$ cat src/rtl/pv_mmio_pkg.sv
package pv_mmio_pkg;
  localparam int MMIO_AW = 12;
  typedef logic [MMIO_AW-1:0] ofs_t;

  localparam logic [31:0] MAGIC_WORD  = 32'h7472_6976;
  localparam logic [31:0] VERSION_NUM = 32'h0000_0002;

  localparam ofs_t OFS_MAGIC   = 12'h000;
  localparam ofs_t OFS_VERSION = 12'h004;
  localparam ofs_t OFS_DEVID   = 12'h008;
  localparam ofs_t OFS_VENDOR  = 12'h00c;
  localparam ofs_t OFS_DFEAT   = 12'h010;
  localparam ofs_t OFS_DFSEL   = 12'h014;
  localparam ofs_t OFS_GFEAT   = 12'h020;
  localparam ofs_t OFS_GFSEL   = 12'h024;
  localparam ofs_t OFS_QSEL    = 12'h030;
  localparam ofs_t OFS_QMAX    = 12'h034;
  localparam ofs_t OFS_QSIZE   = 12'h038;
  localparam ofs_t OFS_QREADY  = 12'h044;
  localparam ofs_t OFS_NOTIFY  = 12'h050;
  localparam ofs_t OFS_ISR     = 12'h060;
  localparam ofs_t OFS_IACK    = 12'h064;
  localparam ofs_t OFS_STATUS  = 12'h070;
  localparam ofs_t OFS_DESC_LO = 12'h080;
  localparam ofs_t OFS_DESC_HI = 12'h084;
  localparam ofs_t OFS_DRV_LO  = 12'h090;
  localparam ofs_t OFS_DRV_HI  = 12'h094;
  localparam ofs_t OFS_DEV_LO  = 12'h0a0;
  localparam ofs_t OFS_DEV_HI  = 12'h0a4;
  localparam ofs_t OFS_SHMSEL  = 12'h0ac;
  localparam ofs_t OFS_SLEN_LO = 12'h0b0;
  localparam ofs_t OFS_SLEN_HI = 12'h0b4;
  localparam ofs_t OFS_SBAS_LO = 12'h0b8;
  localparam ofs_t OFS_SBAS_HI = 12'h0bc;
  localparam ofs_t OFS_QRESET  = 12'h0c0;

  localparam int N_IRQ_EV = 2;
endpackage

$ cat src/rtl/pv_queue_bank.sv
module pv_queue_bank #(
  parameter int NQ    = 4,
  parameter int QSZ_W = 9,
  parameter int IDX_W = 2
) (
  input  logic             clk,
  input  logic             rst,
  input  logic             clr_all,
  input  logic [IDX_W-1:0] sel_idx,
  input  logic             sel_ok,
  input  logic             we_size,
  input  logic             we_ready,
  input  logic             we_qrst,
  input  logic [5:0]       we_addr,
  input  logic [31:0]      wdata,
  output logic             rd_ready,
  output logic             rd_qrst,
  output logic [NQ-1:0]    ready_vec,
  input  logic [IDX_W-1:0] dq_idx,
  output logic [QSZ_W-1:0] dq_size,
  output logic [63:0]      dq_desc,
  output logic [63:0]      dq_drv,
  output logic [63:0]      dq_dev
);
  logic [QSZ_W-1:0] size_r [NQ];
  logic [63:0]      desc_r [NQ];
  logic [63:0]      drv_r  [NQ];
  logic [63:0]      dev_r  [NQ];
  logic [NQ-1:0]    ready_r;
  logic [NQ-1:0]    qrst_r;

  for (genvar g = 0; g < NQ; g++) begin : g_q
    logic hit;
    assign hit = sel_ok && (sel_idx == IDX_W'(g));
    always_ff @(posedge clk) begin
      if (rst || clr_all || (hit && we_qrst && wdata[0])) begin
        size_r[g]  <= '0;
        desc_r[g]  <= '0;
        drv_r[g]   <= '0;
        dev_r[g]   <= '0;
        ready_r[g] <= 1'b0;
        qrst_r[g]  <= !(rst || clr_all);
      end else if (hit) begin
        if (we_size) size_r[g] <= wdata[QSZ_W-1:0];
        if (we_ready) begin
          ready_r[g] <= wdata[0];
          if (wdata[0]) qrst_r[g] <= 1'b0;
        end
        if (we_addr[0]) desc_r[g][31:0]  <= wdata;
        if (we_addr[1]) desc_r[g][63:32] <= wdata;
        if (we_addr[2]) drv_r[g][31:0]   <= wdata;
        if (we_addr[3]) drv_r[g][63:32]  <= wdata;
        if (we_addr[4]) dev_r[g][31:0]   <= wdata;
        if (we_addr[5]) dev_r[g][63:32]  <= wdata;
      end
    end
  end

  assign ready_vec = ready_r;

  always_comb begin
    rd_ready = 1'b0;
    rd_qrst  = 1'b0;
    dq_size  = '0;
    dq_desc  = '0;
    dq_drv   = '0;
    dq_dev   = '0;
    for (int i = 0; i < NQ; i++) begin
      if (sel_ok && sel_idx == IDX_W'(i)) begin
        rd_ready = ready_r[i];
        rd_qrst  = qrst_r[i];
      end
      if (dq_idx == IDX_W'(i)) begin
        dq_size = size_r[i];
        dq_desc = desc_r[i];
        dq_drv  = drv_r[i];
        dq_dev  = dev_r[i];
      end
    end
  end
endmodule

$ cat src/rtl/pv_irq_status.sv
module pv_irq_status #(
  parameter int NEV = 2
) (
  input  logic           clk,
  input  logic           rst,
  input  logic           clr_all,
  input  logic [NEV-1:0] evt,
  input  logic           ack_we,
  input  logic [NEV-1:0] ack_mask,
  output logic [NEV-1:0] pending_o,
  output logic           irq_o
);
  logic [NEV-1:0] pend_r, pend_nxt;

  always_comb begin
    pend_nxt = pend_r;
    if (ack_we) pend_nxt = pend_nxt & ~ack_mask;
    pend_nxt = pend_nxt | evt;
  end

  always_ff @(posedge clk) begin
    if (rst || clr_all) begin
      pend_r <= '0;
      irq_o  <= 1'b0;
    end else begin
      pend_r <= pend_nxt;
      irq_o  <= |pend_nxt;
    end
  end

  assign pending_o = pend_r;
endmodule

$ cat src/rtl/pv_mmio_regs.sv
module pv_mmio_regs
  import pv_mmio_pkg::*;
#(
  parameter int          NUM_QUEUES   = 4,
  parameter int          QMAX         = 256,
  parameter int          NUM_SHM      = 2,
  parameter int          STATUS_W     = 8,
  parameter int          RING_BIT     = 40,
  parameter logic [63:0] DEV_FEATURES = 64'h0000_0130_8000_00A5,
  parameter logic [31:0] DEVICE_ID    = 32'h0000_0001,
  parameter logic [31:0] VENDOR_ID    = 32'h0000_5EED,
  localparam int         IDX_W        = (NUM_QUEUES > 1) ? $clog2(NUM_QUEUES) : 1,
  localparam int         QSZ_W        = $clog2(QMAX + 1)
) (
  input  logic                    clk,
  input  logic                    rst,
  input  logic                    req_i,
  input  logic                    we_i,
  input  logic [MMIO_AW-1:0]      addr_i,
  input  logic [31:0]             wdata_i,
  output logic [31:0]             rdata_o,
  output logic                    rvalid_o,
  input  logic                    used_evt_i,
  input  logic                    cfg_evt_i,
  output logic                    irq_o,
  output logic                    notify_valid_o,
  output logic [31:0]             notify_data_o,
  output logic [63:0]             drv_features_o,
  output logic [NUM_QUEUES-1:0]   queue_ready_o,
  input  logic [IDX_W-1:0]        dq_idx_i,
  output logic [QSZ_W-1:0]        dq_size_o,
  output logic [63:0]             dq_desc_o,
  output logic [63:0]             dq_drv_o,
  output logic [63:0]             dq_dev_o,
  input  logic [64*NUM_SHM-1:0]   shm_len_i,
  input  logic [64*NUM_SHM-1:0]   shm_base_i
);
  logic aligned, wr, rd, dev_rst;
  logic [31:0] dfsel_r, gfsel_r, qsel_r, shmsel_r;
  logic [STATUS_W-1:0] status_r;
  logic [63:0] gfeat_r;
  logic q_ok, ring_ok, rd_ready, rd_qrst;
  logic [N_IRQ_EV-1:0] pend;
  logic [63:0] shm_len, shm_base;
  logic [31:0] rd_val;

  assign aligned = (addr_i[1:0] == 2'b00);
  assign wr      = req_i && we_i && aligned;
  assign rd      = req_i && !we_i && aligned;
  assign dev_rst = wr && (addr_i == OFS_STATUS) && (wdata_i == 32'd0);
  assign q_ok    = (qsel_r < 32'(NUM_QUEUES));
  assign ring_ok = gfeat_r[RING_BIT] && DEV_FEATURES[RING_BIT];

  always_ff @(posedge clk) begin
    if (rst || dev_rst) begin
      dfsel_r  <= '0;
      gfsel_r  <= '0;
      qsel_r   <= '0;
      shmsel_r <= '0;
      gfeat_r  <= '0;
      status_r <= '0;
    end else if (wr) begin
      case (addr_i)
        OFS_DFSEL:  dfsel_r  <= wdata_i;
        OFS_GFSEL:  gfsel_r  <= wdata_i;
        OFS_QSEL:   qsel_r   <= wdata_i;
        OFS_SHMSEL: shmsel_r <= wdata_i;
        OFS_STATUS: status_r <= wdata_i[STATUS_W-1:0];
        OFS_GFEAT: begin
          if (gfsel_r == 32'd0) gfeat_r[31:0]  <= wdata_i;
          if (gfsel_r == 32'd1) gfeat_r[63:32] <= wdata_i;
        end
        default: ;
      endcase
    end
  end

  always_ff @(posedge clk) begin
    if (rst) begin
      notify_valid_o <= 1'b0;
      notify_data_o  <= '0;
    end else begin
      notify_valid_o <= wr && (addr_i == OFS_NOTIFY);
      notify_data_o  <= wdata_i;
    end
  end

  pv_queue_bank #(.NQ(NUM_QUEUES), .QSZ_W(QSZ_W), .IDX_W(IDX_W)) u_qbank (
    .clk      (clk),
    .rst      (rst),
    .clr_all  (dev_rst),
    .sel_idx  (qsel_r[IDX_W-1:0]),
    .sel_ok   (q_ok),
    .we_size  (wr && addr_i == OFS_QSIZE),
    .we_ready (wr && addr_i == OFS_QREADY),
    .we_qrst  (wr && addr_i == OFS_QRESET && ring_ok),
    .we_addr  ({wr && addr_i == OFS_DEV_HI, wr && addr_i == OFS_DEV_LO,
                wr && addr_i == OFS_DRV_HI, wr && addr_i == OFS_DRV_LO,
                wr && addr_i == OFS_DESC_HI, wr && addr_i == OFS_DESC_LO}),
    .wdata    (wdata_i),
    .rd_ready (rd_ready),
    .rd_qrst  (rd_qrst),
    .ready_vec(queue_ready_o),
    .dq_idx   (dq_idx_i),
    .dq_size  (dq_size_o),
    .dq_desc  (dq_desc_o),
    .dq_drv   (dq_drv_o),
    .dq_dev   (dq_dev_o)
  );

  pv_irq_status #(.NEV(N_IRQ_EV)) u_irq (
    .clk      (clk),
    .rst      (rst),
    .clr_all  (dev_rst),
    .evt      ({cfg_evt_i, used_evt_i}),
    .ack_we   (wr && addr_i == OFS_IACK),
    .ack_mask (wdata_i[N_IRQ_EV-1:0]),
    .pending_o(pend),
    .irq_o    (irq_o)
  );

  always_comb begin
    shm_len  = '1;
    shm_base = '1;
    for (int i = 0; i < NUM_SHM; i++) begin
      if (shmsel_r == 32'(i)) begin
        shm_len  = shm_len_i[64*i +: 64];
        shm_base = shm_base_i[64*i +: 64];
      end
    end
  end

  always_comb begin
    rd_val = '0;
    case (addr_i)
      OFS_MAGIC:   rd_val = MAGIC_WORD;
      OFS_VERSION: rd_val = VERSION_NUM;
      OFS_DEVID:   rd_val = DEVICE_ID;
      OFS_VENDOR:  rd_val = VENDOR_ID;
      OFS_DFEAT:   rd_val = (dfsel_r == 32'd0) ? DEV_FEATURES[31:0] :
                            (dfsel_r == 32'd1) ? DEV_FEATURES[63:32] : 32'd0;
      OFS_QMAX:    rd_val = q_ok ? 32'(QMAX) : 32'd0;
      OFS_QREADY:  rd_val = {31'd0, rd_ready};
      OFS_QRESET:  rd_val = {31'd0, rd_qrst};
      OFS_ISR:     rd_val = 32'(pend);
      OFS_STATUS:  rd_val = 32'(status_r);
      OFS_SLEN_LO: rd_val = shm_len[31:0];
      OFS_SLEN_HI: rd_val = shm_len[63:32];
      OFS_SBAS_LO: rd_val = shm_base[31:0];
      OFS_SBAS_HI: rd_val = shm_base[63:32];
      default:     rd_val = '0;
    endcase
  end

  always_ff @(posedge clk) begin
    if (rst) begin
      rdata_o  <= '0;
      rvalid_o <= 1'b0;
    end else begin
      rvalid_o <= req_i && !we_i;
      rdata_o  <= rd ? rd_val : 32'd0;
    end
  end

  assign drv_features_o = gfeat_r;
endmodule

$ cat config.mk
export PLATFORM = sky130hd
export DESIGN_NAME = pv_mmio_regs
export DESIGN_NICKNAME = d
export VERILOG_FILES = /design/src/rtl/pv_mmio_pkg.sv /design/src/rtl/pv_queue_bank.sv /design/src/rtl/pv_irq_status.sv /design/src/rtl/pv_mmio_regs.sv
export SDC_FILE = /design/constraint.sdc
export NUM_CORES = 2
export LEC_CHECK = 0
export BUFFER_PORTS_ARGS = -buffer_cell sky130_fd_sc_hd__buf_2
export CORE_MARGIN = 1
export CORE_UTILIZATION = 40
export DETAILED_ROUTE_END_ITERATION = 10
export HOLD_SLACK_MARGIN = 0.08
export PLACE_DENSITY_LB_ADDON = 0.15
export RECOVER_POWER = 25
export SYNTH_ARGS = -nofsm -noshare
export SYNTH_HDL_FRONTEND = slang
export SYNTH_HIERARCHICAL = 1
export SYNTH_SLANG_ARGS = --single-unit
$ cat constraint.sdc
create_clock -name clk -period 8.3 [get_ports clk]
set_input_delay 2.075 -clock clk [delete_from_list [all_inputs] [get_ports clk]]
set_output_delay 2.075 -clock clk [all_outputs]
set_load 0.02 [all_outputs]
==> flow_metrics.py <==
metrics = {
    "status": {
        "status": "finished, violations left",
        "violations": "max-capacitance violations, max-slew violations",
    },
    "synthesis": {
        "synth-main-ff-cell": "edfxtp_1",
        "synth_area_per_cell_um2": 12.8,
        "synthTopCellsByArea": "edfxtp_1 (50%), dfxtp_1 (11%), mux4_2 (9.9%)",
        "synth_seq_area_share_pct": 61.8,
        "ys_warn_count": 6,
        "synth_edf_count": 808,
        "syn-num-nets": 4056,
        "synth.largest_area_cell": "edfxtp_1",
        "syn_area_um2": 48100,
        "synth.distinct_cells": 65,
        "synth-seq-cells": 1081,
        "synth-async-reset-ratio_pct": 0,
        "synthCells": 3748,
        "synthDominantCellAreaShare_pct": 50.4,
    },
    "sta": {
        "timing.final.crit_share_pct": 82.9,
        "clock.fmax_mhz": 145,
        "rsz0062_at_grt": "no",
        "fin_skew_ns": 0.0408,
        "tightestPinTransition_ns": 2.30,
        "drv_slew": 196,
        "slew_headroom_pct": -53.5,
        "final-hold-violation-count": 0,
        "setup_viol": 0,
        "fin_tns_setup_ns": 0,
        "worst_hold_slack_ns": 0.450,
        "min_period_ns": 6.88,
    },
    "setup_path": {
        "required_ns": 8.87,
        "worstPathMaxFanout": 90,
        "cp-start-kind": "input pin",
        "endpoint_kind": "register",
        "setup.worst_path.class": "input pin to register",
        "cp.arrival_ns": 7.45,
    },
    "global_routing": {
        "met1_usage_pct": 38.8,
        "grt_overflow": 0,
        "grt_max_degree": 112,
        "use_met2_pct": 44.3,
        "met3_usage_pct": 6.01,
        "grt_pass1_vias": 33700,
        "antenna_found_initial": 35,
        "grtUsageTotal_pct": 28.2,
        "grt_busiest_layer": "met2",
        "grt_pass1_wl_mm": 247,
    },
    "clock_tree": {
        "cts-root-buf": "clkbuf_16",
        "path_clk_slew_ns": 0.06,
        "worstSkewPairLatency_ns": 0.73,
        "numClockSinks": 1081,
        "cts_resized": 0,
        "htreeDepth": 3,
        "cts_tree": "built",
        "ctsHoldBuffers": 0,
        "cts_buffers": 114,
        "post_cts_buffers": 0,
        "clock_path_buffers": 3,
    },
    "floorplan": {
        "core-area_um2": 119000,
        "die_x_um": 349,
        "pin_count": 644,
        "initial_core_util_pct": 40.5,
        "die_area_um2": 122000,
        "rows": 126,
        "die_h_um": 349,
    },
    "drt": {
        "vias_per_cell": 6.00,
        "drc": 0,
        "vias": 35400,
        "wl_per_cell_um": 29.8,
        "routed_wirelength_mm": 176,
        "dr.pass1.iters": 6,
        "ant_nets": 0,
        "drtIter0Drc": 3930,
    },
    "cells_and_area": {
        "drive_gt1_share_pct": 26.8,
        "fillers": 10900,
        "nets": 4490,
        "multi_input_area_um2": 16700,
        "syn2layout_area_growth_pct": 16.3,
        "ff_latch_area_um2": 29700,
    },
    "power": {
        "power_leakage_nw": 18.5,
        "powerDensity_nw_per_um2": 213,
        "ir_worst_vdd_v": 0.000170,
    },
    "flow_run": {
        "maxCapViolCount": 4,
    },
    "placement": {
        "globalplace.congestion": 0.917,
        "port_buffers": 643,
        "hpwl_mm": 116,
    },
    "hold_path": {
        "hp-class": "register to register",
    },
}
## power by group
part	internal (W)	leakage [nW]	switching [W]
sequential	0.00592	10.6	0.0000361
clock	0.00278	1.75	0.00223
combinational	0.000297	6.15	0.000666
total	0.00900	18.5	0.00293
## path summary, 6_finish.rpt
path,start,endpoint,slack (ns),cells after the start
min,status_r[1]$_SDFFE_PP0P_,status_r[1]$_SDFFE_PP0P_,0.45,2
min reg2reg,status_r[1]$_SDFFE_PP0P_,status_r[1]$_SDFFE_PP0P_,0.45,2
max,addr_i[2],drv_features_o[0]$_SDFFE_PP0P_,1.42,7
max reg2reg,qsel_r[7]$_SDFFE_PP0P_,u_qbank/drv_r[3][25]$_SDFFCE_PN0P_,4.16,7
## metal layers
layer	vias to the layer above	wire length (um)	share of wire, %
met1	18000	71000	40
li1	15300	-	-
met3	289	16500	9.4
met5	-	7	0.0040
met2	1786	82300	47
met4	2	6040	3.4
## logic make-up (layout without fill, tap and decap cells)
family                 Yosys count  in the layout  share of synthesized area [%]
other                            0             19                              0
and+or+nand+nor               1574           1574                           17.1
AOI/OAI and AO/OA              328            328                           4.34
buffers and inverters          427            956                           4.21
DFF                           1081           1081                           61.8
muxes                          338            338                           12.5
## critical path: stages
cell	delay (ns)
clkbuf_1	0.60
or2_0	0.72
or4_1	0.77
nor4_1	1.07
or2_2	1.50
buf_12	0.50
a21oi_1	0.08
## cell usage in the layout, fill, tap and decap left out, types with 6 or more instances in the layout
master,count
a21oi_2,60
nand2_2,60
nand3_1,18
bufinv_16,6
clkbuf_16,115
nand4b_1,66
clkinv_1,24
buf_2,505
a21oi_1,131
o21ai_0,20
dfxtp_1,270
buf_4,67
clkbuf_2,6
a221oi_1,6
buf_12,12
o22ai_1,28
a211oi_1,12
mux2_2,13
nand2_1,307
a31oi_1,20
nand4_1,50
inv_4,10
clkbuf_1,173
edfxtp_1,808
nand4bb_1,33
mux2i_1,114
diode_2,19
nor4_1,44
o21ai_4,22
mux4_2,211
nor3_1,828
nor2_1,80
nor2b_1,37
clkinv_2,18
## Yosys cell counts (all sizes together), types with 28 or more instances
cell type,count
nor3,830
edfxtp,808
nand2,367
dfxtp,273
clkbuf,211
mux4,211
buf,205
a21oi,191
mux2i,114
nor2,82
nand4b,66
nand4,50
nor4,49
o21ai,42
nor2b,37
nand4bb,33
o22ai,28
## flip-flops by register name, indices dropped and copies added, names as in the netlist
register,count
status_r,8
u_qbank/desc_r,256
u_qbank/ready_vec,4
rvalid_o,1
notify_data_o,32
rdata_o,32
qsel_r,32
notify_valid_o,1
u_qbank/qrst_r,4
u_qbank/dev_r,256
shmsel_r,32
u_qbank/drv_r,256
drv_features_o,64
gfsel_r,32
u_irq/irq_o,1
u_qbank/size_r,36
u_irq/pending_o,2
dfsel_r,32
## metrics by stage
stage | cells | power, W | worst slack (ns) | cell area [um2] | utilization [%]
global placement | 5666 | 0.00705 | 2.05 | 52600 | 44.3
detailed placement | 5666 | 0.00705 | 2.01 | 52600 | 44.3
CTS | 5877 | 0.0120 | 2.07 | 56200 | 47.4
finish | 5896 | 0.0119 | 1.42 | 56000 | 47.1
floorplan | 3748 | 0.00659 | 1.65 | 48100 | -
global route | 5893 | 0.0122 | 1.01 | 55900 | 47.1
## final cells by class
class	count	area share, %
repair buffers	734	6.90
multi-input cells	2240	29.8
clock buffers	150	5.45
inverters	11	0.101
flip-flops and latches	1081	53.1
well taps	1600	3.58
diodes	19	0.0850
clock inverters	61	0.932
No activity file was read; power rests on OpenSTA's default activity.
